===== src/rtl/fwsg_pkg.sv =====
package fwsg_pkg;

    typedef enum logic [1:0] {
        ST_IDLE = 2'd0,
        ST_RUN  = 2'd1,
        ST_PROT = 2'd2
    } fw_state_e;

    typedef struct packed {
        fw_state_e st;
        logic      is_erase;
    } fw_ctx_t;

    // polling value for bit 7 at a hit address
    function automatic logic poll_bit(input logic is_erase, input logic susp,
                                      input logic tgt);
        return is_erase ? susp : ~tgt;
    endfunction

    function automatic int unsigned win_cycles(input int unsigned mhz,
                                               input int unsigned us);
        return mhz * us;
    endfunction

endpackage


===== src/rtl/fwsg_ctrl.sv =====
module fwsg_ctrl
    import fwsg_pkg::*;
#(
    parameter int unsigned PROG_WIN  = 100,
    parameter int unsigned ERASE_WIN = 5000
) (
    input  logic    clk,
    input  logic    rst,
    input  logic    op_start,
    input  logic    op_is_erase,
    input  logic    sect_prot,
    input  logic    busy,
    input  logic    erase_susp,
    output fw_ctx_t ctx
);
    localparam int unsigned MAXW = (ERASE_WIN > PROG_WIN) ? ERASE_WIN : PROG_WIN;
    localparam int CW = $clog2(MAXW + 1);

    logic [CW-1:0] cnt;

    always_ff @(posedge clk) begin
        if (rst) begin
            ctx.st       <= ST_IDLE;
            ctx.is_erase <= 1'b0;
            cnt          <= '0;
        end else begin
            case (ctx.st)
                ST_IDLE: begin
                    if (op_start) begin
                        ctx.is_erase <= op_is_erase;
                        if (sect_prot) begin
                            ctx.st <= ST_PROT;
                            cnt    <= op_is_erase ? CW'(ERASE_WIN - 1)
                                                  : CW'(PROG_WIN - 1);
                        end else begin
                            ctx.st <= ST_RUN;
                        end
                    end
                end
                ST_RUN: begin
                    if (!busy && !(ctx.is_erase && erase_susp))
                        ctx.st <= ST_IDLE;
                end
                ST_PROT: begin
                    if (cnt == '0) ctx.st <= ST_IDLE;
                    else           cnt    <= cnt - 1'b1;
                end
                default: ctx.st <= ST_IDLE;
            endcase
        end
    end

endmodule


===== src/rtl/fwsg_toggle.sv =====
module fwsg_toggle (
    input  logic clk,
    input  logic rst,
    input  logic active,
    input  logic freeze,
    input  logic oe_n,
    output logic tog
);
    logic oe_q;

    always_ff @(posedge clk) begin
        if (rst) begin
            oe_q <= 1'b1;
            tog  <= 1'b0;
        end else begin
            oe_q <= oe_n;
            if (active && !freeze && oe_q && !oe_n)
                tog <= ~tog;
        end
    end

endmodule


===== src/rtl/fwsg_mux.sv =====
module fwsg_mux
    import fwsg_pkg::*;
(
    input  logic       active,
    input  logic       is_erase,
    input  logic       susp,
    input  logic       tgt_d7,
    input  logic       addr_hit,
    input  logic       tog,
    input  logic       dq5_in,
    input  logic [7:0] array_dq,
    output logic [7:0] dq_out
);
    always_comb begin
        dq_out = array_dq;
        if (active) begin
            dq_out[5] = dq5_in;
            dq_out[6] = tog;
            if (addr_hit) dq_out[7] = poll_bit(is_erase, susp, tgt_d7);
        end
    end

endmodule


===== src/rtl/flash_wstat_gen.sv =====
module flash_wstat_gen
    import fwsg_pkg::*;
#(
    parameter int unsigned CLK_MHZ  = 50,
    parameter int unsigned PROG_US  = 2,
    parameter int unsigned ERASE_US = 100
) (
    input  logic       clk,
    input  logic       rst,
    input  logic       op_start,
    input  logic       op_is_erase,
    input  logic       sect_prot,
    input  logic       busy,
    input  logic       erase_susp,
    input  logic       tgt_d7,
    input  logic       addr_hit,
    input  logic       oe_n,
    input  logic       dq5_in,
    input  logic [7:0] array_dq,
    output logic [7:0] dq_out
);
    localparam int unsigned PROG_WIN  = win_cycles(CLK_MHZ, PROG_US);
    localparam int unsigned ERASE_WIN = win_cycles(CLK_MHZ, ERASE_US);

    fw_ctx_t ctx;
    logic    active;
    logic    tog;

    assign active = (ctx.st != ST_IDLE);

    fwsg_ctrl #(.PROG_WIN(PROG_WIN), .ERASE_WIN(ERASE_WIN)) u_ctrl (
        .clk(clk), .rst(rst), .op_start(op_start), .op_is_erase(op_is_erase),
        .sect_prot(sect_prot), .busy(busy), .erase_susp(erase_susp), .ctx(ctx)
    );

    fwsg_toggle u_tog (
        .clk(clk), .rst(rst), .active(active),
        .freeze(ctx.is_erase && erase_susp), .oe_n(oe_n), .tog(tog)
    );

    fwsg_mux u_mux (
        .active(active), .is_erase(ctx.is_erase), .susp(erase_susp),
        .tgt_d7(tgt_d7), .addr_hit(addr_hit), .tog(tog), .dq5_in(dq5_in),
        .array_dq(array_dq), .dq_out(dq_out)
    );

endmodule


===== config.mk =====
export PLATFORM = sky130hd
export DESIGN_NAME = flash_wstat_gen
export DESIGN_NICKNAME = d
export VERILOG_FILES = /design/src/rtl/fwsg_pkg.sv /design/src/rtl/fwsg_ctrl.sv /design/src/rtl/fwsg_toggle.sv /design/src/rtl/fwsg_mux.sv /design/src/rtl/flash_wstat_gen.sv
export SDC_FILE = /design/constraint.sdc
export NUM_CORES = 1
export LEC_CHECK = 0
export ABC_AREA = 1
export BUFFER_PORTS_ARGS = -buffer_cell sky130_fd_sc_hd__buf_2
export CORE_MARGIN = 1
export CORE_UTILIZATION = 50
export CTS_BUF_LIST = sky130_fd_sc_hd__clkbuf_8
export DETAILED_ROUTE_END_ITERATION = 6
export PLACE_DENSITY = 0.84
export SYNTH_ARGS = -nofsm -noshare
export SYNTH_HDL_FRONTEND = slang
export SYNTH_SLANG_ARGS = --single-unit

===== constraint.sdc =====
create_clock -name clk -period 2.2 [get_ports clk]
set_clock_uncertainty 0.2 [all_clocks]
set_input_delay 0 -clock clk [delete_from_list [all_inputs] [get_ports clk]]
set_output_delay 0 -clock clk [all_outputs]
set_load 0.1 [all_outputs]

==> impl_results.md, run 1 <==
- Run status: finished, final reports clean
- Setup TNS: 0 ns
- Kind of critical path: in2reg
- Detailed Place HPWL: approximately 1700 um
- Final Power: 1060 uW
- IO Count: 27
- Later-pin clock latency in the skew report: approximately 0.25 ns
- CTS Buffer Depth: 2
- Register Area: about 360 um^2
- Slew Limit Fails: 0
- Leak: between 0.0006 and 0.0007 uW
- Vias in the first global route: 1,082
- Arrival time worst endpoint: about 1.8 ns
- Post-Synthesis Cells: 178
- Max-slew headroom: about a third
- Fin util: about two thirds
- Die X: just under 50 um
- Drt wl/cell: approximately 11 um
- Initial drt markers: 43
- Syn avg cell area: between 6 and 7 um^2
- GRT Util Overall: about 22%
- Pin count of the biggest net entering global routing: 21
- FF+latch count, synth: 18
- Die extent in y: between 40 and 50 um
- Hold Path Class: in2reg
- FF-to-FF setup slack: 0.47 ns
- Layout cells sized above 1: roughly 16%
- Netlist cell types: 23
- Ys flop type: dfxtp_1
- Commonest cells after routing, fill and taps aside: nand2_1 (38), nor2_1 (33), inv_1 (20)
- Initial Utilization: approximately 55%
- Area delta synth->final: 18.8%
- PD cells: between 700 and 800 nW/um^2
- Finished Cell Area: roughly 1300 um^2
- FMAX: around 560 MHz
- DR vias/cell: approximately 5.2
- Layout Nets: between 200 and 250
- Synth Cell Area: 1130 um^2
- Seq/Total Area, Yosys: between 30% and 40%
- CP dominant cell by count: dlygate4sd3_1
- I/O Buffers: 16
- RSZ-0062 raised after global routing: false
- CP Cell Sequence: dlygate4sd3_1, buf_2, inv_1, o21ai_0, a21oi_1, dlygate4sd3_1
- CTS Buf Count: 3
- Fill cells: 175
- Number of clock sinks: 18
- Antenna cell count: 0
- GRT Residual Overflow: 0
- First-pass GRT wire length: approximately 4200 um
- Critical Path RT: between 2 and 2.5 ns
- Critical Path Source Type: primary input
- Number of synthesized flops with an enable pin: 0
- Final period utilization: between 80 and 90%
- Synth warn: 0
- Area of the multi-input gates: between 600 and 700 um^2
- Buf/Inv on CP: 4
- Critical Path Fanout Max: 12
- DR vias: between 1,000 and 1,500
- WL final: 2540 um
- Clk slew on worst S/H paths: approximately 0.060 ns
- Net Count, Synth: 199
- Row count: 16
- Measured slew at the worst slew-check pin: a little under 1 ns
- Share of synthesized flip-flops with an asynchronous set or reset: 0%
- Worst Setup End Kind: register
- Most common cell after layout, fill and taps aside: nand2_1
- Max cap viols: 0
- Core Region: slightly above 2000 um^2
- H-tree level count: 1
- TritonRoute pass-1 iters: 4
- Post-DP Area: 1180 um^2
- Final Wtd Congestion: around 0.95
- CP max-delay cell: dlygate4sd3_1
- Fin crit period: around 1.8 ns
- Max VDD drop: roughly 0.66 mV
- Setup Buffers After CTS: 0
- Crit path max-delay family: buffers and inverters
- DRT antenna net count: 0
- DRC errors left: 0
- CP max stage delay: between 0.5 and 0.6 ns
- Die ar.: 2450 um^2
- Final Hold Violating Endpoints: 0
- Initial antenna violation count: 0
- Setup violators final: 0
- TritonCTS clock tree: built
- Root Driver: clkbuf_8
## report_power, final
group	leakage [uW]	switching (uW)	internal (uW)
combinational	0.000501	301	136
sequential	0.000148	37.3	364
clock	0.0000216	102	122
## through the flow
| step | setup WS, ns | hold WS (ns) | std cells |
|---|---|---|---|
| finish | 0.398 | 0.167 | 228 |
| global route | 0.229 | 0.190 | 228 |
| CTS | 0.438 | 0.125 | 228 |
| detailed placement | 0.496 | -0.199 | 213 |
| global placement | 0.562 | -0.199 | 213 |
| floorplan | 0.0949 | -0.131 | 178 |
## logic make-up after synthesis
group / Yosys count / share of synthesized area (%)
adders and majority gates: 2 / 2.22
xor gates and xnor gates: 2 / 1.55
AOI/OAI and AO/OA: 26 / 12.0
muxes: 1 / 0.999
and+or+nand+nor: 98 / 38.0
buffers and inverters: 31 / 13.3
DFF: 18 / 32.0
## worst paths after layout
path | startpoint | endpoint | depth (start not counted)
setup / recovery | rst | u_ctrl.ctx[0]$_SDFFE_PP0P_ | 6
setup reg to reg | u_ctrl.cnt[0]$_SDFFE_PP0P_ | u_ctrl.cnt[10]$_SDFFE_PP0P_ | 9
hold / removal | op_start | u_ctrl.cnt[7]$_SDFFE_PP0P_ | 7
hold reg to reg | u_tog.tog$_SDFFE_PP0P_ | u_tog.tog$_SDFFE_PP0P_ | 2
## registers in the layout, indices dropped and copies added, names as in the netlist
signal	count
u_tog.tog	1
u_tog.oe_q	1
u_ctrl.ctx	3
u_ctrl.cnt	13
## Yosys cell counts, types with 2 or more instances
cell type,instances,area [um^2]
buf_6,2,22.5
o21ai_0,6,30.0
dfxtp_1,18,360
nand3_1,14,70.1
o21ai_1,5,25.0
inv_1,20,75.1
nand2_4,2,22.5
nand2_1,38,143
inv_2,3,11.3
ha_1,2,25.0
nor2_1,33,124
nor2_2,4,25.0
nand2_2,3,18.8
buf_4,5,37.5
nand4_1,3,18.8
a21oi_1,13,65.1
## worst reg2reg max path: stages, from the launching register on
cell and delay, ns:
dfxtp_1 0.32, inv_1 0.11, ha_1 0.22, nand2_1 0.08, nor2_2 0.20, nand4_1 0.15, nor2_1 0.14, nand3_1 0.09
nand2_1 0.07, nor2_1 0.04
## area by class of cell
| type | instances | share of cell area (%) |
|---|---|---|
| well taps | 27 | 2.52 |
| multi-input cells | 129 | 46.1 |
| inverters | 23 | 6.45 |
| clock buffers | 3 | 3.08 |
| flip-flops and latches | 18 | 26.9 |
| repair buffers | 28 | 15.0 |
## routing by layer
layer | GRT usage [%] | vias to the layer above | routed length [um]
li1 | - | 604 | -
met4 | 11.4 | 0 | 63
met5 | 0 | - | 0
met1 | 26.3 | 520 | 1080
met3 | 3.09 | 9 | 164
met2 | 39.3 | 48 | 1230
## repair_timing
| item | in CTS | in global routing |
|---|---|---|
| gates resized for setup | 0 | 0 |
| hold buffers | 12 | 0 |
| endpoints found under the hold margin | 15 | 0 |
(Power assumes the default switching activity.)
==> run 2, diff against run 1 <==
--- a/config.mk
+++ b/config.mk
@@ -5,7 +5,7 @@
 export SDC_FILE = /design/constraint.sdc
 export NUM_CORES = 1
 export LEC_CHECK = 0
-export ABC_AREA = 1
+export ABC_AREA = 0
 export BUFFER_PORTS_ARGS = -buffer_cell sky130_fd_sc_hd__buf_2
 export CORE_MARGIN = 1
 export CORE_UTILIZATION = 50
==> constraint.sdc (replaced) <==
create_clock -name clk -period 1.7 [get_ports clk]
set_clock_uncertainty 0.2 [all_clocks]
set_input_delay 0 -clock clk [delete_from_list [all_inputs] [get_ports clk]]
set_output_delay 0 -clock clk [all_outputs]
set_load 0.1 [all_outputs]
==> run 2 against run 1 <==
Net effect: the flow now finishes with violations (negative setup slack); synthesized area increased by 6.7%; critical path depth increased by 1; via count increased by 27%; non-clock buffer count increased by 29; routed wire length increased by 94%; count of clock-buffer cells in the layout unchanged; critical endpoint is now u_ctrl.cnt[10]$_SDFFE_PP0P_; largest power group unchanged.
==> impl_results.md, run 2 <==
- Post-DP Area: 1410 um^2
- Final Wtd Congestion: 0.922
- WL final: a little under 5000 um
- DRC errors left: 0
- CP Cell Sequence: inv_2, ha_4, nor4b_4, a31oi_4, nor2_2, buf_4, o31ai_1
- Fin Hold WS: 0.0349 ns
- First-pass GRT wire length: roughly 6700 um
- Kind of critical path: reg2reg
- Synth top area share: between 20% and 30%
- DR vias/cell: around 7.3
- CTS Buf Count: 3
- CP max-delay cell: dfxtp_2
- Syn avg cell area: between 9 and 10 um^2
- Most frequent cell after synthesis: dfxtp_1
- Synth Cell Area: roughly 1200 um^2
- Arrival time worst endpoint: 1.85 ns
- Top flop regs: u_ctrl.cnt x13, u_ctrl.ctx x3
- DRT antenna net count: 0
- Run status: finished, violations left
- Setup violators final: 14
- Layout Nets: about 200
- Detailed Place HPWL: around 2400 um
- FF-to-FF setup slack: -0.21 ns
- Register Area: between 300 and 400 um^2
- Capturing point of the worst reg2reg path: u_ctrl.cnt[10]$_SDFFE_PP0P_
- DR vias: 1,502
- FMAX: around 520 MHz
- Antenna cell count: 0
- Area delta synth->final: 50.4%
- Measured slew at the worst slew-check pin: between 0.9 and 1 ns
- Core Region: 2230 um^2
- Net Count, Synth: ~150
- Netlist cell types: a little over 50
- Die X: between 50 and 60 um
- Commonest cells after routing, fill and taps aside: buf_4 (25), dlygate4sd3_1 (15), buf_2 (13)
- Number of clock sinks: 18
- Initial antenna violation count: 0
- Vias in the first global route: about 1,400
- Number of synthesized flops with an enable pin: 0
- IO Count: 27
- Leading area contributor after synthesis: dfxtp_1
- Worst Setup End Kind: register
- Max cap viols: 0
- I/O Buffers: 16
- Critical Path Fanout Max: 5
- Die ar.: around 2600 um^2
- Layout cells sized above 1: 49.7%
- FF+latch count, synth: 18
- Ys flop type: dfxtp_1
- Drt wl/cell: 23.8 um
- Slew Limit Fails: 0
- Critical Path RT: between 1.5 and 2 ns
- Root Driver: clkbuf_8
- Most common cell after layout, fill and taps aside: buf_4
- Failing checks: negative setup slack
- Largest register FFs: 13
- Initial Utilization: ~54%
- Seq/Total Area, Yosys: about 30%
- Finished Cell Area: approximately 1800 um^2
- Synth cell count leaders: dfxtp_1 (18), a21oi_1 (10), nor2_1 (10)
- TritonCTS clock tree: built
- H-tree level count: 1
- Clk slew on worst S/H paths: ~0.07 ns
- Worst setup path endpoint: u_ctrl.cnt[10]$_SDFFE_PP0P_
- Most flops, register: u_ctrl.cnt
- Initial drt markers: 165
- Share of synthesized flip-flops with an asynchronous set or reset: 0%
- Area of the multi-input gates: a little under 900 um^2
- Final period utilization: 113%
- Pin count of the biggest net entering global routing: 16
- Most area-consuming cells after synthesis: dfxtp_1 (30%), o31ai_1 (5.0%), a21oi_1 (4.2%)
- Fill cells: 119
- Synth warn: 0
- Worst R2R Path Depth: 7
- Later-pin clock latency in the skew report: 0.26 ns
- Max-slew headroom: between 30 and 40%
- Post-Synthesis Cells: 130
- Buf/Inv on CP: 2
- WP depth: 7
- PD cells: approximately 1000 nW/um^2
- Fin crit period: about 1.9 ns
- GRT Util Overall: a little over a third
- Crit path max-delay family: simple AND/OR/NAND/NOR gates
- Setup slack after layout: -0.215 ns
- Row count: 17
- CTS Buffer Depth: 2
- Max VDD drop: 0.783 mV
- Worst setup path startpoint: u_ctrl.cnt[1]$_SDFFE_PP0P_
- TritonRoute pass-1 iters: 5
- CP max stage delay: 0.32 ns
- RSZ-0062 raised after global routing: true
- GRT Residual Overflow: 0
- R2R Path Start: u_ctrl.cnt[1]$_SDFFE_PP0P_
- Die extent in y: 51.0 um
- Critical Path Source Type: register
- Leak: 0.000709 uW
- Hold Path Class: in2reg
- Final Hold Violating Endpoints: 0
==> run 2: final cells by class <==
| type | count | share of cell area [%] |
|---|---|---|
| clock buffer | 3 | 2.28 |
| tap | 28 | 1.94 |
| multi-input combinational | 95 | 49.4 |
| sequential | 18 | 20.3 |
| inverter | 6 | 1.25 |
| timing repair buffer | 57 | 24.8 |
==> run 2: cell families after synthesis <==
| group | after synthesis | share of synthesized area, % |
|---|---|---|
| simple gates | 44 | 26.6 |
| fa+ha+maj | 2 | 2.08 |
| xor+xnor | 1 | 0.729 |
| compound gates | 44 | 27.7 |
| mux | 4 | 3.64 |
| flops | 18 | 30.0 |
| buf+inv | 17 | 9.26 |
==> run 2: stage by stage <==
stage	util [%]	worst slack, ns	std cells	TNS [ns]	power, uW
CTS	74.4	-0.0101	204	-0.0174	1640
global placement	63.0	-0.0459	186	-0.180	1190
finish	81.0	-0.215	207	-2.27	1820
detailed placement	63.0	-0.102	186	-0.654	1220
floorplan	-	0.0166	130	0	1050
global route	81.0	-0.447	207	-3.14	1880
==> run 2: how the worst min path moves through the flow <==
stage	endpoint	from	depth (start not counted)	slack, ns
6_report	u_ctrl.cnt[12]$_SDFFE_PP0P_	rst	3	0.03
5_1_grt	u_ctrl.cnt[12]$_SDFFE_PP0P_	rst	3	0.03
4_1_cts	u_ctrl.cnt[0]$_SDFFE_PP0P_	rst	2	-0.05
3_5_place_dp	dq_out[1]	array_dq[1]	0	-0.20
3_3_place_gp	dq_out[1]	array_dq[1]	0	-0.20
2_1_floorplan	u_tog.oe_q$_SDFF_PP1_	oe_n	1	-0.09
==> run 2: what timing repair did <==
item                       CTS  global route
gates resized for setup     18            23
hold buffers                12             3
hold endpoints to repair    15             2
pin swaps                    7             7
buffers inserted             3             0
setup endpoints to repair   17            19
cloned                       0             0
==> run 2: layer usage <==
metal,vias up,part of all wire (%),global-route usage [%]
met5,-,0,0
met4,0,7.6,19.0
met3,69,13,10.4
met2,152,45,59.9
met1,679,35,37.5
li1,602,-,-
==> run 2: power by group <==
| group | total (uW) | internal [uW] | switching (uW) |
|---|---|---|---|
| Combinational | 975 | 397 | 577 |
| Clock | 302 | 158 | 144 |
| Sequential | 538 | 474 | 64.5 |
==> run 2: tightest hold or removal path, cell delays in order <==
cell	delay (ns)
buf_2	0.19
nor2b_1	0.14
a32o_1	0.13
==> run 3, diff against run 2 <==
--- a/config.mk
+++ b/config.mk
@@ -7,11 +7,13 @@
 export LEC_CHECK = 0
 export ABC_AREA = 0
 export BUFFER_PORTS_ARGS = -buffer_cell sky130_fd_sc_hd__buf_2
+export CELL_PAD_IN_SITES_DETAIL_PLACEMENT = 2
+export CELL_PAD_IN_SITES_GLOBAL_PLACEMENT = 2
 export CORE_MARGIN = 1
-export CORE_UTILIZATION = 50
+export CORE_UTILIZATION = 33
 export CTS_BUF_LIST = sky130_fd_sc_hd__clkbuf_8
 export DETAILED_ROUTE_END_ITERATION = 6
-export PLACE_DENSITY = 0.84
+export PLACE_DENSITY = 0.89
 export SYNTH_ARGS = -nofsm -noshare
 export SYNTH_HDL_FRONTEND = slang
 export SYNTH_SLANG_ARGS = --single-unit
==> run 3 against run 2 <==
Net effect: the run now fails in global routing (5_1_grt); synthesized cell count unchanged; synthesized area unchanged.
==> impl_results.md, run 3 <==
- Run status: did not finish
- Fail Step: global routing (5_1_grt)
- Run Error: [ERROR DPL-0033] detailed placement checks failed during check placement.
- Initial antenna violation count: 1
- Synth warn: 0
- Kind of the worst endpoint: register data pin
- Die X: slightly above 60 um
- Detailed Place HPWL: roughly 3600 um
- Simple-gate share of the synthesized area: approximately a quarter
- Compound-Gate Fraction of Synth Area: between 20% and 30%
- CTS Buffer Depth: 2
- Xor and xnor area share after synthesis: less than 1%
- Synth top area share: between 20 and 30%
- CTS Buf Count: 3
- Synth cell count leaders: dfxtp_1 (18), a21oi_1 (10), nor2_1 (10)
- Number of synthesized flops with an enable pin: 0
- Die extent in y: ~62 um
- Most area-consuming cells after synthesis: dfxtp_1 (30%), o31ai_1 (5.0%), a21oi_1 (4.2%)
- Netlist cell types: between 50 and 60
- Most frequent cell after synthesis: dfxtp_1
- Leading area contributor after synthesis: dfxtp_1
- Final Wtd Congestion: about 0.85
- Net Count, Synth: ~150
- H-tree level count: 1
- Main combinational cell family by area after synthesis: compound AO/OA/AOI/OAI gates
- Adder-Cell Fraction of Synth Area: ~2.1%
- FF+latch count, synth: 18
- Share of synthesized flip-flops with an asynchronous set or reset: 0%
- Row count: 21
- Synth Cell Area: 1200 um^2
- IO Count: 27
- GRT worst endpoint: u_ctrl.cnt[4]$_SDFFE_PP0P_/D
- Number of clock sinks: 18
- Root Driver: clkbuf_8
- Mux share of post-synthesis cell area: between 3 and 4%
- Initial Utilization: 35.2%
- Post-Synthesis Cells: 130
- Seq/Total Area, Yosys: between 20% and 30%
- I/O Buffers: 16
- Pin count of the biggest net entering global routing: 22
- Syn avg cell area: 9.25 um^2
- Ys flop type: dfxtp_1
[run 3: per-stage QoR]
step	cells	hold slack, ns	area (um^2)	setup WS (ns)
2_1_floorplan	130	-0.0934	1210	0.0166
3_3_place_gp	203	-0.199	1420	-0.0559
3_5_place_dp	203	-0.199	1420	-0.321
4_1_cts	230	0.196	1890	-0.0665
[run 3: cell families after synthesis]
group | after synthesis
compound gates | 44
simple gates | 44
flops | 18
buf+inv | 17
mux | 4
fa+ha+maj | 2
xor+xnor | 1
[run 3: what timing repair did]
action	in CTS
endpoints found under the hold margin	11
pin swaps	12
setup buffers	11
setup endpoints to repair	17
hold buffers	12
resized for setup	48
==> run 4, diff against run 3 <==
--- a/config.mk
+++ b/config.mk
@@ -7,13 +7,10 @@
 export LEC_CHECK = 0
 export ABC_AREA = 0
 export BUFFER_PORTS_ARGS = -buffer_cell sky130_fd_sc_hd__buf_2
-export CELL_PAD_IN_SITES_DETAIL_PLACEMENT = 2
-export CELL_PAD_IN_SITES_GLOBAL_PLACEMENT = 2
-export CORE_MARGIN = 1
-export CORE_UTILIZATION = 33
-export CTS_BUF_LIST = sky130_fd_sc_hd__clkbuf_8
+export CORE_AREA = 2 2 63 65
 export DETAILED_ROUTE_END_ITERATION = 6
-export PLACE_DENSITY = 0.89
+export DIE_AREA = 0 0 65 67
+export PLACE_DENSITY_LB_ADDON = 0.15
 export SYNTH_ARGS = -nofsm -noshare
 export SYNTH_HDL_FRONTEND = slang
 export SYNTH_SLANG_ARGS = --single-unit
==> run 4 against run 3 <==
Net effect: the flow now finishes, with violations (negative hold slack, negative setup slack).
==> impl_results.md, run 4 (synthesis gave the netlist of run 2 again) <==
- Run status: finished, violations left
- Number of clock sinks: 18
- WL final: between 3000 and 4000 um
- Max-slew headroom: around a third
- GRT Residual Overflow: 0
- DRC errors left: 0
- Failing checks: negative hold slack, negative setup slack
- Root Driver: clkbuf_8
- Core Region: 3610 um^2
- Vias in the first global route: about 1,200
- Final Hold Violating Endpoints: 3
- GRT met3 Usage: approximately 2.5%
- Arrival time worst endpoint: 1.68 ns
- Slew Limit Fails: 0
- Layout Cells excl Fill: approximately 230
- Die X: 65 um
- CTS Buffer Depth: 2
- CP max-delay cell: dfxtp_2
- IO Count: 27
- GRT Util Overall: between 10% and 20%
- Fin Hold WS: -0.0287 ns
- Fin crit period: 1.76 ns
- Max VDD drop: 0.368 mV
- Commonest cells after routing, fill and taps aside: buf_4 (24), dlygate4sd3_1 (13), buf_2 (13)
- Die ar.: around 4400 um^2
- Measured slew at the worst slew-check pin: 0.972 ns
- Initial Utilization: about a third
- Hold Path Class: in2reg
- Max cap viols: 0
- CTS Buf Count: 3
- Final Wtd Congestion: between 0.7 and 0.8
- H-tree level count: 1
- Worst Setup End Kind: register
- Gr busiest metal: met2
- PD cells: 989 nW/um^2
- Leak: roughly 0.00072 uW
- DRT antenna net count: 0
- Setup slack after layout: -0.0560 ns
- Area delta synth->final: 49.0%
- I/O Buffers: 16
- DR vias/cell: between 5 and 6
- Most common cell after layout, fill and taps aside: buf_4
- Clk slew on worst S/H paths: 0.07 ns
- Die extent in y: about 67 um
- First-pass GRT wire length: just under 6000 um
- Row count: 22
- Setup violators final: 12
- Finished Cell Area: ~1800 um^2
- DR vias: about 1,300
- CP max stage delay: 0.34 ns
- Final period utilization: 103%
- Most flops, register: u_ctrl.cnt
- RSZ-0062 raised after global routing: true
- Place WS: -0.125 ns
- TritonCTS clock tree: built
- Met1 Use GR: 22.3%
- Top flop regs: u_ctrl.cnt x13, u_ctrl.ctx x3
- Critical Path RT: about 1.6 ns
- FMAX: ~570 MHz
- Critical Path Source Type: register
- Drt wl/cell: 15.7 um
- Largest register FFs: 13
- TritonRoute pass-1 iters: 4
- Post-DP Area: about 1400 um^2
- Critical Path Fanout Max: 4
- Buf/Inv on CP: 2
- Detailed Place HPWL: approximately 2400 um
- Pin count of the biggest net entering global routing: 16
- Fill cells: 327
- Later-pin clock latency in the skew report: between 0.2 and 0.3 ns
- Kind of critical path: reg2reg
- Layout Nets: 201
- Initial drt markers: 99
- CP Cell Sequence: inv_4, ha_4, nor4b_4, a31oi_4, buf_6, o22ai_2, a21oi_1
- Met2 GRT Util: 28.2%
- Layout cells sized above 1: about half
- Antenna cell count: 0
- Crit path max-delay family: compound AO/OA/AOI/OAI gates
- Placed insts: approximately 210
- Initial antenna violation count: 0
==> run 4: report_power, final <==
part	switching [uW]	internal (uW)	total, uW	leakage [uW]
Combinational	486	390	877	0.000546
Clock	151	206	357	0.0000288
Sequential	64.7	474	539	0.000150
==> run 4: layout make-up <==
type / instances / area [um^2] / share of cell area [%]
inverters: 6 / 25.0 / 1.40
clock buffers: 4 / 55.1 / 3.07
well taps: 48 / 60.1 / 3.35
repair buffers: 56 / 447 / 24.9
multi-input cells: 95 / 837 / 46.7
flip-flops and latches: 18 / 368 / 20.5
==> run 4: metrics by stage <==
| stage | power (uW) | TNS (ns) | utilization, % |
|---|---|---|---|
| 2_1_floorplan | 1050 | 0 | - |
| 3_3_place_gp | 1220 | -0.435 | 40.1 |
| 3_5_place_dp | 1230 | -0.997 | 40.1 |
| 4_1_cts | 1740 | -0.164 | 48.1 |
| 5_1_grt | 1880 | -1.68 | 49.7 |
| 6_report | 1770 | -0.268 | 49.7 |
==> run 4: repair_timing <==
item / 4_1_cts / 5_1_grt
buffers inserted: 2 / 0
cloned: 0 / 0
pin swaps: 7 / 3
hold buffers: 12 / 1
gates resized for setup: 24 / 12
setup endpoints to repair: 17 / 17
hold endpoints to repair: 15 / 1
==> run 4: layer usage <==
layer  vias up  share of wire (%)
met1       615                 45
met5         -                  0
met2        36                 49
met3        11                3.5
met4         0                2.8
li1        598                  -
==> run 4: worst paths after layout <==
kind,from,to,slack [ns],cells past startpoint
hold / removal,rst,u_ctrl.ctx[1]$_SDFFE_PP0P_,-0.03,2
hold reg to reg,u_ctrl.cnt[7]$_SDFFE_PP0P_,u_ctrl.cnt[7]$_SDFFE_PP0P_,0.31,2
setup reg to reg,u_ctrl.cnt[1]$_SDFFE_PP0P_,u_ctrl.cnt[7]$_SDFFE_PP0P_,-0.06,7
setup / recovery,u_ctrl.cnt[1]$_SDFFE_PP0P_,u_ctrl.cnt[7]$_SDFFE_PP0P_,-0.06,7
